## src/rtl/vic_pkg.sv

```systemverilog
package vic_pkg;
    localparam int NVEC   = 7;
    localparam int NFLAG  = NVEC + 3;
    localparam int IDX_W  = $clog2(NVEC);
    localparam int NEN    = NVEC + 1;

    localparam int F_BT   = 0;
    localparam int F_K4   = 1;
    localparam int F_QKEY = NEN;
    localparam int F_QWT  = NEN + 1;

    localparam logic [1:0] ST_L0 = 2'd0;
    localparam logic [1:0] ST_L1 = 2'd1;
    localparam logic [1:0] ST_L2 = 2'd2;

    typedef struct packed {
        logic [NFLAG-1:0] flags;
        logic [1:0]       st;
        logic [3:0]       key_prev;
        logic             key_arm;
    } vic_state_t;
endpackage

```

## src/rtl/vic_edge.sv

```systemverilog
module vic_edge (
    input  logic       clk,
    input  logic       rst_n,
    input  logic       sig,
    input  logic [1:0] mode,
    output logic       hit
);
    logic prev_d, prev_q;
    logic arm_d, arm_q;

    always_comb begin
        prev_d = sig;
        arm_d  = 1'b1;
    end

    always_ff @(posedge clk or negedge rst_n) begin
        if (!rst_n) begin
            prev_q <= 1'b0;
            arm_q  <= 1'b0;
        end else begin
            prev_q <= prev_d;
            arm_q  <= arm_d;
        end
    end

    assign hit = arm_q & ((mode[0] & sig & ~prev_q) | (mode[1] & ~sig & prev_q));
endmodule

```

## src/rtl/vic_filt.sv

```systemverilog
module vic_filt #(
    parameter int SMP_DIV   = 4,
    parameter int FILT_TAPS = 3
) (
    input  logic clk,
    input  logic rst_n,
    input  logic din,
    output logic dout
);
    localparam int CW = (SMP_DIV > 2) ? $clog2(SMP_DIV) : 1;
    localparam logic [CW-1:0] CNT_TOP = CW'(SMP_DIV - 1);

    logic [CW-1:0]        cnt_d, cnt_q;
    logic [FILT_TAPS-1:0] taps_d, taps_q;
    logic                 out_d, out_q;

    always_comb begin
        cnt_d  = (cnt_q == CNT_TOP) ? '0 : cnt_q + 1'b1;
        taps_d = taps_q;
        if (cnt_q == CNT_TOP)
            taps_d = {taps_q[FILT_TAPS-2:0], din};
        out_d = out_q;
        if (&taps_q)
            out_d = 1'b1;
        else if (~|taps_q)
            out_d = 1'b0;
    end

    always_ff @(posedge clk or negedge rst_n) begin
        if (!rst_n) begin
            cnt_q  <= '0;
            taps_q <= '0;
            out_q  <= 1'b0;
        end else begin
            cnt_q  <= cnt_d;
            taps_q <= taps_d;
            out_q  <= out_d;
        end
    end

    assign dout = out_q;
endmodule

```

## src/rtl/vic_arb.sv

```systemverilog
module vic_arb
    import vic_pkg::*;
(
    input  logic [NVEC-1:0]  pend,
    input  logic [2:0]       ipr,
    input  logic [1:0]       st,
    output logic             req,
    output logic [IDX_W-1:0] idx
);
    logic             lift_ok;
    logic [IDX_W-1:0] lift_idx;

    always_comb begin
        lift_idx = IDX_W'(ipr - 3'd1);
        lift_ok  = (ipr != 3'd0) && pend[lift_idx];
        req      = 1'b0;
        idx      = '0;
        if (st == ST_L0) begin
            if (lift_ok) begin
                req = 1'b1;
                idx = lift_idx;
            end else begin
                for (int i = NVEC - 1; i >= 0; i--) begin
                    if (pend[i]) begin
                        req = 1'b1;
                        idx = IDX_W'(i);
                    end
                end
            end
        end else if (st == ST_L1 && lift_ok) begin
            req = 1'b1;
            idx = lift_idx;
        end
    end
endmodule

```

## src/rtl/vic_top.sv

```systemverilog
module vic_top
    import vic_pkg::*;
#(
    parameter int SMP_DIV   = 4,
    parameter int FILT_TAPS = 3
) (
    input  logic             clk,
    input  logic             rst_n,
    input  logic             bt_evt,
    input  logic             ser_evt,
    input  logic             tm_evt,
    input  logic             ifg_evt,
    input  logic             wt_evt,
    input  logic             int4_pin,
    input  logic             int0_pin,
    input  logic             int0_fall,
    input  logic             int1_pin,
    input  logic             int1_fall,
    input  logic             ce_pin,
    input  logic             int2_pin,
    input  logic [3:0]       key_pin,
    input  logic [NEN-1:0]   ien,
    input  logic             ime,
    input  logic [2:0]       ipr,
    input  logic [NFLAG-1:0] sw_clr,
    input  logic             vec_ack,
    input  logic             reti,
    output logic [NFLAG-1:0] irq_flags,
    output logic             vec_req,
    output logic [IDX_W-1:0] vec_idx,
    output logic [1:0]       nest_st
);
    vic_state_t s_d, s_q;

    logic e4, e0, e1, ece, e2, f0_lvl;
    logic [NVEC-1:0] pend;

    vic_edge u_e4 (.clk(clk), .rst_n(rst_n), .sig(int4_pin), .mode(2'b11), .hit(e4));
    vic_filt #(.SMP_DIV(SMP_DIV), .FILT_TAPS(FILT_TAPS))
        u_f0 (.clk(clk), .rst_n(rst_n), .din(int0_pin), .dout(f0_lvl));
    vic_edge u_e0 (.clk(clk), .rst_n(rst_n), .sig(f0_lvl),
                   .mode(int0_fall ? 2'b10 : 2'b01), .hit(e0));
    vic_edge u_e1 (.clk(clk), .rst_n(rst_n), .sig(int1_pin),
                   .mode(int1_fall ? 2'b10 : 2'b01), .hit(e1));
    vic_edge u_ec (.clk(clk), .rst_n(rst_n), .sig(ce_pin), .mode(2'b10), .hit(ece));
    vic_edge u_e2 (.clk(clk), .rst_n(rst_n), .sig(int2_pin), .mode(2'b01), .hit(e2));

    // vectored eligibility: vector 0 is shared by flags 0 and 1
    always_comb begin
        pend[0] = ime & ((s_q.flags[F_BT] & ien[F_BT]) | (s_q.flags[F_K4] & ien[F_K4]));
        for (int v = 1; v < NVEC; v++)
            pend[v] = ime & s_q.flags[v+1] & ien[v+1];
    end

    vic_arb u_arb (.pend(pend), .ipr(ipr), .st(s_q.st), .req(vec_req), .idx(vec_idx));

    logic [NFLAG-1:0] set_v, clr_v;
    logic             take, key_fall;

    always_comb begin
        s_d      = s_q;
        key_fall = s_q.key_arm & (&s_q.key_prev) & ~(&key_pin);
        set_v    = {wt_evt, e2 | key_fall, ifg_evt, ece, tm_evt, ser_evt, e1, e0, e4, bt_evt};
        take     = vec_req & vec_ack & ~reti;
        clr_v    = sw_clr;
        if (take) begin
            if (vec_idx == '0) begin
                if (!(ien[F_BT] && ien[F_K4])) begin
                    clr_v[F_BT] = clr_v[F_BT] | ien[F_BT];
                    clr_v[F_K4] = clr_v[F_K4] | ien[F_K4];
                end
            end else begin
                clr_v[32'(vec_idx) + 1] = 1'b1;
            end
        end
        s_d.flags    = (s_q.flags & ~clr_v) | set_v;
        s_d.key_prev = key_pin;
        s_d.key_arm  = 1'b1;
        if (reti) begin
            if (s_q.st != ST_L0)
                s_d.st = s_q.st - 2'd1;
        end else if (take) begin
            s_d.st = s_q.st + 2'd1;
        end
    end

    always_ff @(posedge clk or negedge rst_n) begin
        if (!rst_n) begin
            s_q.flags    <= '0;
            s_q.st       <= ST_L0;
            s_q.key_prev <= 4'hF;
            s_q.key_arm  <= 1'b0;
        end else begin
            s_q <= s_d;
        end
    end

    assign irq_flags = s_q.flags;
    assign nest_st   = s_q.st;
endmodule

```

## config.mk

```make
export PLATFORM = sky130hd
export DESIGN_NAME = vic_top
export DESIGN_NICKNAME = d
export VERILOG_FILES = /design/src/rtl/vic_pkg.sv /design/src/rtl/vic_edge.sv /design/src/rtl/vic_filt.sv /design/src/rtl/vic_arb.sv /design/src/rtl/vic_top.sv
export SDC_FILE = /design/constraint.sdc
export NUM_CORES = 1
export LEC_CHECK = 0
export ABC_AREA = 1
export BUFFER_PORTS_ARGS = -buffer_cell sky130_fd_sc_hd__clkbuf_2
export CORE_AREA = 2 2 68 63
export DETAILED_ROUTE_END_ITERATION = 6
export DIE_AREA = 0 0 70 65
export GPL_ROUTABILITY_DRIVEN = 0
export PLACE_DENSITY_LB_ADDON = 0.08
export SLEW_MARGIN = 25
export SYNTH_ARGS = -nofsm -noshare
export SYNTH_HDL_FRONTEND = slang
export SYNTH_SLANG_ARGS = --single-unit
```

## constraint.sdc

```tcl
create_clock -name clk -period 3.5 [get_ports clk]
set_input_delay 0.7 -clock clk [delete_from_list [all_inputs] [get_ports clk]]
set_output_delay 0.7 -clock clk [all_outputs]
set_load 0.05 [all_outputs]
```

; ---- Word level (Yosys, flattened, before mapping)
; Index checks and enable logic that the tools add are counted.
[word_totals]
reg_bits = 28
out_inout_bits = 16
[classes]
addsub = 5
order_cmp = 3
eq_ne = 4
mux = 36
bitwise = 57
reduce_logical = 14
[ops]
columns = op, n
row1 = 1-bit AND, 36
row2 = 3-bit 2-to-1 mux, 10
row3 = 10-bit bitwise OR, 2
row4 = 2-bit 2-to-1 mux, 8
row5 = 1-bit 2-to-1 mux, 14
row6 = 10-bit AND, 1
row7 = 10-bit 2-to-1 mux, 1
row8 = 1-bit inverter, 10
row9 = 10-bit inverter, 1
row10 = 8-bit 2-to-1 mux, 1
row11 = 4-bit AND reduction, 2
row12 = 1-bit bitwise OR, 7
row13 = "4-bit by 5-bit less-than comparator with 1-bit output, second input constant", 1
row14 = "2-bit by 1-bit adder with 2-bit output, second input constant", 2
row15 = "3-bit by 1-bit adder with 4-bit output, second input constant", 1
row16 = 1-bit demux with 4-bit select, 1
row17 = "4-bit by 1-bit >= comparator with 1-bit output, second input constant", 1
row18 = 1-bit logical AND, 4
row19 = "3-bit by 4-bit less-than comparator with 1-bit output, second input constant", 1
row20 = "2-bit by 1-bit inequality test with 1-bit output, second input constant", 2
row21 = 2-bit nonzero test, 2
row22 = 1-bit binary-select mux with 3-bit select, 1
row23 = 3-bit logical NOT, 1
row24 = 3-bit AND reduction, 1
row25 = other kinds (8), 8

; ---- Logic depth before layout (Yosys ltp)
; Gate-level depths: netlist (run 1).
[depth]
ltp_word = 22
depth_mapped = 17

; ---- By module
; A second synthesis (run 1) with hierarchy kept.
[hier_totals]
cells_unflattened = 256
area_unflattened_um2 = 1880.6
[modules_own_cells]
columns = module, n_inst, cells_each, area_per_inst_um2, seq_area_each_um2
row1 = vic_top, 1, 130, 970.9, 430.4
row2 = vic_edge, 5, 9, 80.1, 50.0
row3 = vic_arb, 1, 58, 280.3, 0.0
row4 = vic_filt, 1, 23, 229.0, 150.1

; ---- Worst setup path before layout (run 1)
; No wires, ideal clock.
[synth_path]
path_type = in2out
start = input ipr[0]
end = output vec_idx[1]
arrival_ps = 2139
path_slack_ps = 661
cell_stages = 13
path_buffers = 0
cell_sequence = inv_1 > ha_1 > nand2_1 > inv_1 > nand2_1 > nand2_1 > inv_1 > nand2_1 > nand2_2 > nand4_1 > nand2_1 > nand3_2 > inv_1
[synth_via]
elab_chain_cells = 7
word_cells_on_any_way = 9
[synth_lines]
columns = element, line_no
row1 = "start, declared", vic_top.sv:24  ; input logic [2:0] ipr,
row2 = 3-bit by 1-bit subtractor with 3-bit output, vic_arb.sv:14  ; lift_idx = IDX_W'(ipr - 3'd1);
row3 = 1-bit binary-select mux with 3-bit select, vic_arb.sv:15  ; lift_ok = (ipr != 3'd0) && pend[lift_idx];
row4 = 1-bit 2-to-1 mux (implied by the code), vic_arb.sv:15
row5 = 1-bit logical AND, vic_arb.sv:15
row6 = 1-bit logical AND, vic_arb.sv:30  ; end else if (st == ST_L1 && lift_ok) begin
row7 = 3-bit 2-to-1 mux, vic_arb.sv:30
row8 = 3-bit 2-to-1 mux (*), vic_arb.sv:18  ; if (st == ST_L0) begin
row9 = "end, declared", vic_top.sv:30  ; output logic [IDX_W-1:0] vec_idx,
; Every way passes the cells marked *; elsewhere a longest branch is shown, timed or not. The select of a mux whose other input is x is not followed.

; ---- Worst setup path after layout (run 1)
; Ends and elaborated chain as after synthesis.

==> results of run 1 <==
[routing by layer]
metal	global-route usage	vias up	wire length, um
met5	0	-	0
met4	0.0288	0	8
met3	0.0389	3	140
met2	0.300	23	1700
met1	0.188	643	1500
li1	-	750	-
[placed cells by master (no fill, tap or decap)]
cell and n:
clkbuf_2 57, nand2_1 51, inv_1 38, dfrtp_1 24, nand3_1 18, nor2_1 16
ha_1 5, o21ai_0 4, nand4_1 4, nand3b_1 4, o21ai_1 4, dfstp_2 4
a21oi_1 3, nand3_2 3, nand2_2 3, o211ai_1 3, o21bai_1 3, clkbuf_8 3
nand3_4 2, xor2_1 2, xnor2_1 1, a21boi_0 1, nor2_4 1, or2_2 1
mux2_2 1, o22ai_2 1, nor3_1 1, bufinv_16 1, conb_1 1
[worst register-to-register path, cell delays in order, from the launching register on]
cell and delay [ps]:
dfrtp_1 420, nand3_1 140, o21ai_0 190, nand2_1 90, nand2_2 100, nand3_4 100, nand2_2 90, nand3_4 80
nor2_4 130, nand2_2 100, o21bai_1 180, nand2_1 70
[worst max-delay path by stage]
stage / end
detailed placement: vec_idx[1]
global route: vec_idx[1]
floorplan: vec_idx[1]
finish: vec_idx[1]
global placement: vec_idx[1]
CTS: vec_idx[1]
[area by class of cell]
type                    count  area share
well taps                  48      0.0302
clock buffers               3      0.0207
multi-input cells         133       0.365
flip-flops and latches     28       0.354
repair buffers             57       0.143
inverters                  38      0.0716
clock inverters             1      0.0151
[where the power goes]
part | total (uW) | switching, uW | internal, uW | leakage [uW]
Sequential | 385 | 25.6 | 359 | 0.000323
Clock | 258 | 105 | 153 | 0.0000357
Combinational | 498 | 357 | 141 | 0.000779
Total | 1140 | 488 | 653 | 0.00114
[state kept, by name, summed over array words and instances, names as in the netlist, 2 cells and up]
| name | cells |
|---|---|
| u_f0.taps_q | 3 |
| s_q | 4 |
| irq_flags | 10 |
| nest_st | 2 |
| u_f0.cnt_q | 2 |
[through the flow]
step | worst slack, ps | instances | utilization | hold slack [ps] | area (um2)
after CTS | 368 | 308 | 0.510 | 387 | 1990
after detailed placement | 378 | 304 | 0.491 | 363 | 1920
after global placement | 410 | 304 | 0.491 | 356 | 1920
after global routing | 193 | 308 | 0.510 | 392 | 1990
after floorplan | 661 | 212 | - | 354 | 1680
final | 370 | 308 | 0.510 | 382 | 1990
[kinds of logic (layout without fill, tap and decap cells)]
group,after synthesis,after routing,synth area share
AO/OA/AOI/OAI,19,19,0.0716
XOR/XNOR,3,3,0.0157
adder cells (fa/ha/maj),5,5,0.0373
buffers and inverters,51,99,0.146
flip-flops,28,28,0.421
multiplexers,1,1,0.00672
other,1,1,0.00224
AND/OR/NAND/NOR,104,104,0.300
==> metrics.cfg, run 1 <==
[finish]
regArea_um2=706
syn_to_final_growth_pct=18.8
multiInputGateArea_um2=727
drive_gt1_frac=0.296
fillers=411
nNetsFinal=308
antenna_cells=0

[setup_path]
worst_path_dominant_cell_family=simple AND/OR/NAND/NOR gates
worstPathArrival_ps=2430
ff2ff_path_depth=11
cp_cell_sequence=clkbuf_2 > inv_1 > ha_1 > nand2_1 > inv_1 > nand2_1 > nand2_1 > inv_1 > nand2_1 > nand2_2 > nand4_1 > nand2_1 > nand3_2 > inv_1 > clkbuf_2
r2r_setup_slack_ps=1690
required_ps=2800
worst-path-stages=15
cp_slowest_cell=ha_1
critPathLaunch=ipr[0]
reg2reg_to=irq_flags[1]
worst-path-max-fanout=6
critPathMaxStageDelay_ps=370
end_kind=output pin
critPathBufInv=6
r2r-start=irq_flags[7]
critPathMostFrequentCell=nand2_1
worstSetupPathType=in2out
cp-start-kind=primary input

[sta]
fin_skew_ps=5.07
report.final.slew_viol_count=0
setup_violations=0
fin_crit_ps=3130
hold_viol=0
setup_tns_ps=0
max_freq_ghz=0.319
grt_setup_unrepaired=false
tightest_slew_ps=708
period_share=0.894
maxSlewHeadroom=0.528

[hold_path]
hold_depth=0
hp-class=reg2reg
hold_end=u_e0.prev_q
worstHoldStart=u_f0.dout

[grt]
gr-usage-all-layers=0.160
gr-total-overflow=0
grt_pass1_vias=1372
grt_max_degree=29
grt_pass1_wl_mm=5.84
antenna_found_initial=0

[logic_synthesis]
synth_top_area_cell=dfrtp_1
synth_area_um2=1680
synth_top_area_frac=0.358
synth_flop_cell=dfrtp_1
synth.top_cells.by_area=dfrtp_1, nand2_1, inv_1
synth-edff-count=0
ys_ff_latch=28
syn_inst=212
syn_nets=259
async_reset_ff_frac=1.00
avgSynthCellArea_um2=7.91
yosysMostFrequentCell=nand2_1
ys_seq_area_frac=0.421
synth.distinct_cells=28
synth_warnings=0
synth_top_cells_by_count=nand2_1, inv_1, dfrtp_1

[power]
vdd_ir_drop_max_mv=0.265
leakagePower_uw=0.00114
p_total_uw=1140
powerDensity_nw_per_um2=573

[cts]
cts_tree=yes
insertion_delay_ps=280
cts_max_level=1
numCtsBuffers=3
cts-resized-gates=0
cts_root_buf=clkbuf_8
cts_sinks=28
post_cts_buffers=0
clkTransAtPathRegs_ps=100
hold_buffers=0
clockBufferDepth=2

[detailed_routing]
dr.pass1.iters=4
via_count=1419
drt-total-wl_mm=3.35
wl_per_cell_um=10.9
drtIter0Drc=46
viasPerCell=4.61
ant_nets=0
post-route-drc-count=0

[floorplan]
die_area_um2=4550
row_count=22
initial_core_util=0.429
io_pins=58
core_region_area_um2=3910
fp.dieH_um=65
die_w_um=70

[flow_run]
drv_cap=0

[outcome]
status=finished clean

[place]
io_buffer_count=57
hpwlAfterDp_mm=2.70

Note: power is estimated with default switching activity, not from simulation.
==> inputs of run 2 (changes only) <==
- ABC_AREA: 1 -> 0
- CORE_AREA: 2 2 68 63 -> 2 2 69 64
- CTS_BUF_LIST: not set -> sky130_fd_sc_hd__clkbuf_16
- DIE_AREA: 0 0 70 65 -> 0 0 71 66
==> metrics.cfg, run 2 <==
[power]
powerDensity_nw_per_um2=518  ; was 573 nW/um2
vdd_ir_drop_max_mv=0.329  ; was 0.265 mV
netSwitchingFraction=0.390  ; was 0.428
p_total_uw=1070  ; was 1140 uW
leakagePower_uw=0.00100  ; was 0.00114 uW
internal_power_uw=654  ; was 653 uW
p_switching_uw=418  ; was 488 uW
pwr-share-comb=0.400  ; was 0.436
p_clk_frac=0.241  ; was 0.226
power_frac_seq=0.359  ; was 0.337

[sta]
report.final.slew_viol_count=0  ; unchanged
setup_violations=0  ; unchanged
hold_viol=0  ; unchanged
max_freq_ghz=0.294  ; was 0.319 GHz
tightest_slew_ps=685  ; was 708 ps
grt_setup_unrepaired=false  ; unchanged
fin_crit_ps=3400  ; was 3130 ps
period_share=0.971  ; was 0.894
setup_tns_ps=0  ; unchanged
whs_ps=457  ; was 382 ps
maxSlewHeadroom=0.543  ; was 0.528
fin_skew_ps=6.36  ; was 5.07 ps

[finish]
final_cell_mix=clkbuf_2, dfrtp_1, nand2_1  ; was clkbuf_2, nand2_1, inv_1
nNetsFinal=276  ; was 308
largest_reg_flops=10  ; unchanged
drive_gt1_frac=0.342  ; was 0.296
fillers=381  ; was 411
antenna_cells=0  ; unchanged
syn_to_final_growth_pct=19.9  ; was 18.8%
layout_commonest_cell=clkbuf_2  ; unchanged

[flow_run]
drv_cap=0  ; unchanged

[detailed_routing]
viasPerCell=5.28  ; was 4.61
drtIter0Drc=49  ; was 46
ant_nets=0  ; unchanged
via_count=1456  ; was 1,419
post-route-drc-count=0  ; unchanged
dr.pass1.iters=4  ; unchanged
drt-total-wl_mm=3.97  ; was 3.35 mm
wl_per_cell_um=14.4  ; was 10.9 um

[logic_synthesis]
synth-edff-count=0  ; unchanged
synth_top_cells_by_count=dfrtp_1, nand2_1, inv_1  ; was nand2_1, inv_1, dfrtp_1
synth_area_um2=1730  ; was 1680 um2
synth_top_area_cell=dfrtp_1  ; unchanged
synth.top_cells.by_area=dfrtp_1, dfstp_2, buf_4  ; was dfrtp_1, nand2_1, inv_1
synth.distinct_cells=51  ; was 28
yosysMostFrequentCell=dfrtp_1  ; was nand2_1
ys_seq_area_frac=0.409  ; was 0.421
async_reset_ff_frac=1.00  ; unchanged
synth_warnings=0  ; unchanged
synth_top_area_frac=0.348  ; was 0.358
syn_inst=178  ; was 212
avgSynthCellArea_um2=9.69  ; was 7.91 um2
synth_flop_cell=dfrtp_1  ; unchanged
ys_ff_latch=28  ; unchanged
syn_nets=225  ; was 259

[cts]
cts_root_buf=clkbuf_16  ; was clkbuf_8
post_cts_buffers=0  ; unchanged
cts-resized-gates=0  ; unchanged
hold_buffers=0  ; unchanged
insertion_delay_ps=260  ; was 280 ps
numCtsBuffers=3  ; unchanged
clockBufferDepth=2  ; unchanged
cts_sinks=28  ; unchanged
clkTransAtPathRegs_ps=60  ; was 100 ps
cts_tree=yes  ; unchanged
cts_max_level=1  ; unchanged

[hold_path]
worstHoldStart=u_f0.cnt_q[0]  ; was u_f0.dout
hp-class=reg2reg  ; unchanged

[setup_path]
r2r-start=nest_st[0]  ; was irq_flags[7]
worstPathArrival_ps=2700  ; was 2430 ps
required_ps=2800  ; about the same
end_kind=output pin  ; unchanged
worst-path-max-fanout=6  ; unchanged
cp-start-kind=primary input  ; unchanged
worstSetupPathType=in2out  ; unchanged
critPathLaunch=ipr[0]  ; unchanged

[place]
io_buffer_count=57  ; unchanged
hpwlAfterDp_mm=3.28  ; was 2.70 mm

[floorplan]
row_count=22  ; unchanged
die_w_um=71  ; was 70 um
core_region_area_um2=3990  ; was 3910 um2
initial_core_util=0.432  ; was 0.429
io_pins=58  ; unchanged
fp.dieH_um=66  ; was 65 um
die_area_um2=4690  ; was 4550 um2

[grt]
grt_max_degree=29  ; unchanged
grt_pass1_vias=1486  ; was 1,372
gr-total-overflow=0  ; unchanged
grt_pass1_wl_mm=6.62  ; was 5.84 mm
gr-usage-all-layers=0.178  ; was 0.160
antenna_found_initial=0  ; unchanged

[outcome]
status=finished clean  ; unchanged

run 2: changes by cell type after synthesis, moves of 7 or more:
cell	change
a31oi_1	+7
nand2_1	-35
inv_1	-23
nand3_1	-14
nor2_1	-8
a21oi_1	+11
run 2: final cells by class:
type                            instances  area, um2  share of cell area
Clock buffer                            3       75.1              0.0363
Clock inverter                          1       3.75             0.00181
Inverter                               15       56.3              0.0272
Multi-Input combinational cell        122        867               0.419
Sequential cell                        28        706               0.341
Tap cell                               48       60.1              0.0290
Timing Repair Buffer                   59        300               0.145
run 2: kinds of logic (layout without fill, tap and decap cells):
group / Yosys count / in the layout / synth area share
buffers and inverters: 28 / 78 / 0.0914
adder cells (fa/ha/maj): 5 / 5 / 0.0363
flip-flops: 28 / 28 / 0.409
XOR/XNOR: 3 / 3 / 0.0196
multiplexers: 7 / 7 / 0.0428
AND/OR/NAND/NOR: 57 / 57 / 0.185
other: 1 / 1 / 0.00217
AO/OA/AOI/OAI: 49 / 49 / 0.214
run 2: power by group through the flow:
stage	logic [uW]	clock network (uW)	registers, uW
after global placement	422	0	389
after detailed placement	428	0	390
after global routing	465	277	389
after CTS	429	262	385
final	429	258	385
after floorplan	354	0	383
run 2: per-stage QoR:
step	cells	instance area (um2)	setup WS, ps	utilization
after floorplan	178	1730	195	-
after global placement	272	1990	210	0.498
after detailed placement	272	1990	142	0.498
after CTS	276	2070	134	0.518
after global routing	276	2070	11.0	0.518
final	276	2070	99.9	0.518
run 2: worst max-delay path, cell delays in order:
cell and delay [ps]:
clkbuf_2 130, inv_1 70, ha_1 360, nand3b_1 210
o22ai_1 130, a211o_4 310, and3_1 210, a211oi_1 210
a21o_1 120, buf_2 250
run 2: worst paths after layout:
kind | end | slack (ps) | depth (start not counted)
min in group asynchronous | irq_flags[2] | 470 | 1
hold / removal | u_f0.cnt_q[0] | 460 | 1
max in group asynchronous | u_f0.cnt_q[0] | 2590 | 1
setup reg to reg | irq_flags[1] | 1330 | 8
setup / recovery | vec_idx[0] | 100 | 10
hold reg to reg | u_f0.cnt_q[0] | 460 | 1
run 2: per-layer routing:
layer	GRT usage	vias to the layer above	share of wire
li1	-	724	-
met1	0.230	676	0.46
met2	0.305	48	0.47
met3	0.0457	8	0.060
met4	0.0330	0	0.0086
met5	0	-	0
==> inputs of run 3 (changes only) <==
- CELL_PAD_IN_SITES_DETAIL_PLACEMENT: not set -> 1
- CELL_PAD_IN_SITES_GLOBAL_PLACEMENT: not set -> 2
- CORE_AREA: 2 2 69 64 -> 2 2 81 75
- DIE_AREA: 0 0 71 66 -> 0 0 83 77
- GPL_ROUTABILITY_DRIVEN: 0 -> not set
==> metrics.cfg, run 3 (synthesis results as in run 2) <==
[outcome]
status=finished clean  ; unchanged

[flow_run]
drv_cap=0  ; unchanged

[floorplan]
die_area_um2=6390  ; was 4690 um2
row_count=26  ; was 22
fp.dieH_um=77  ; was 66 um
die_w_um=83  ; was 71 um
core_region_area_um2=5560  ; was 3990 um2
initial_core_util=0.310  ; was 0.432
io_pins=58  ; unchanged

[finish]
layout_commonest_cell=clkbuf_2  ; unchanged
antenna_cells=0  ; unchanged
largest_reg_flops=10  ; unchanged
syn_to_final_growth_pct=21.3  ; was 19.9%
final_cell_mix=clkbuf_2, dfrtp_1, inv_1, nand2_1, a21oi_1  ; was clkbuf_2, dfrtp_1, nand2_1
finish.utilization=0.376  ; was 0.518
nNetsFinal=275  ; was 276
drive_gt1_frac=0.344  ; was 0.342
fillers=661  ; was 381

[place]
io_buffer_count=57  ; unchanged
place_congestion=0.781
hpwlAfterDp_mm=3.76  ; was 3.28 mm

[detailed_routing]
via_count=1462  ; was 1,456
drtIter0Drc=73  ; was 49
drt-total-wl_mm=4.50  ; was 3.97 mm
ant_nets=0  ; unchanged
viasPerCell=4.92  ; was 5.28
dr.pass1.iters=4  ; unchanged
wl_per_cell_um=15.2  ; was 14.4 um
post-route-drc-count=0  ; unchanged

[sta]
whs_ps=431  ; was 457 ps
fin_crit_ps=3340  ; was 3400 ps
setup_tns_ps=0  ; unchanged
fin_skew_ps=2.99  ; was 6.36 ps
setup_violations=0  ; unchanged
report.final.slew_viol_count=0  ; unchanged
hold_viol=0  ; unchanged
max_freq_ghz=0.300  ; was 0.294 GHz
maxSlewHeadroom=0.510  ; was 0.543
tightest_slew_ps=735  ; was 685 ps
period_share=0.954  ; was 0.971
grt_setup_unrepaired=false  ; unchanged

[setup_path]
reg2reg_to=irq_flags[1]  ; unchanged
worst-path-max-fanout=9  ; was 6
critPathMaxStageDelay_ps=390  ; was 360 ps
required_ps=2800  ; about the same
end_kind=output pin  ; unchanged
worstSetupPathType=in2out  ; unchanged
critPathLaunch=ipr[0]  ; unchanged
worstPathArrival_ps=2640  ; was 2700 ps
critPathMostFrequentCell=clkbuf_2
r2r_setup_slack_ps=1260  ; was 1330 ps
critPathBufInv=3  ; unchanged
cp-start-kind=primary input  ; unchanged
cp_slowest_cell=ha_2  ; was ha_1
worst_path_dominant_cell_family=simple AND/OR/NAND/NOR gates  ; was compound AO/OA/AOI/OAI gates
ff2ff_path_depth=8  ; unchanged
cp_cell_sequence=clkbuf_2 > inv_1 > ha_2 > nand3b_1 > o22ai_1 > a211o_4 > and3_1 > mux2_1 > clkbuf_2  ; was clkbuf_2 > inv_1 > ha_1 > nand3b_1 > o22ai_1 > a211o_4 > and3_1 > a211oi_1 > a21o_1 > buf_2
r2r-start=nest_st[0]  ; unchanged

[grt]
gr-total-overflow=0  ; unchanged
grt_max_degree=29  ; unchanged
antenna_found_initial=0  ; unchanged
gr-usage-all-layers=0.144  ; was 0.178
grt_pass1_wl_mm=7.52  ; was 6.62 mm
grt_pass1_vias=1625  ; was 1,486

[power]
leakagePower_uw=0.000998  ; was 0.00100 uW
vdd_ir_drop_max_mv=0.289  ; was 0.329 mV
powerDensity_nw_per_um2=515  ; was 518 nW/um2

[cts]
cts_max_level=1  ; unchanged
clockBufferDepth=2  ; unchanged
numCtsBuffers=3  ; unchanged
clkTransAtPathRegs_ps=70  ; was 60 ps
hold_buffers=0  ; unchanged
cts_tree=yes  ; unchanged
cts_sinks=28  ; unchanged
cts_root_buf=clkbuf_16  ; unchanged
insertion_delay_ps=260  ; about the same

[hold_path]
hold_depth=1  ; unchanged
hold_end=u_f0.cnt_q[0]  ; unchanged
worstHoldStart=u_f0.cnt_q[0]  ; unchanged
hp-class=reg2reg  ; unchanged

[run 3: cell count changes in the layout (fill, tap and decap cells not counted), sizes merged]
cell	delta
clkinv	-1
buf	-2
clkbuf	+1
inv	+1
[run 3: layout make-up]
type                            count  area [um2]  area share
Timing Repair Buffer               58         295       0.141
Clock buffer                        3        75.1      0.0359
Multi-Input combinational cell    122         870       0.415
Clock inverter                      1        3.75     0.00179
Tap cell                           70        87.6      0.0418
Inverter                           15        56.3      0.0269
Sequential cell                    28         706       0.337
[run 3: what timing repair did]
action | 4_1_cts | 5_1_grt
gates resized for setup | 0 | 3
buffers inserted | 0 | 0
hold endpoints to repair | 0 | 0
endpoints found under the setup margin | 0 | 2
[run 3: per-stage QoR]
stage               cells  setup WS [ps]  instance area (um2)  total power (uW)
floorplan             178            195                 1730               737
global placement      293            196                 2010               815
detailed placement    293           98.1                 2010               827
CTS                   297           95.3                 2090              1090
global route          297           23.2                 2090              1150
finish                297            162                 2090              1080
[run 3: how the worst max path moves through the flow]
stage	end	cells after the start
after CTS	vec_idx[1]	9
after global routing	vec_idx[1]	9
after global placement	vec_idx[1]	9
final	vec_idx[1]	9
after floorplan	vec_req	8
after detailed placement	vec_idx[1]	9
[run 3: per-layer routing]
metal	global-route usage	part of all wire	wire length, um
met1	0.180	0.44	1980
met2	0.259	0.49	2210
met3	0.0355	0.066	298
met4	0.0148	0.0016	7
met5	0	0	0
[run 3: where the power goes]
part	total, uW	internal (uW)	switching [uW]
sequential	385	358	27.3
combinational	432	143	289
clock	260	153	107
total	1080	654	424
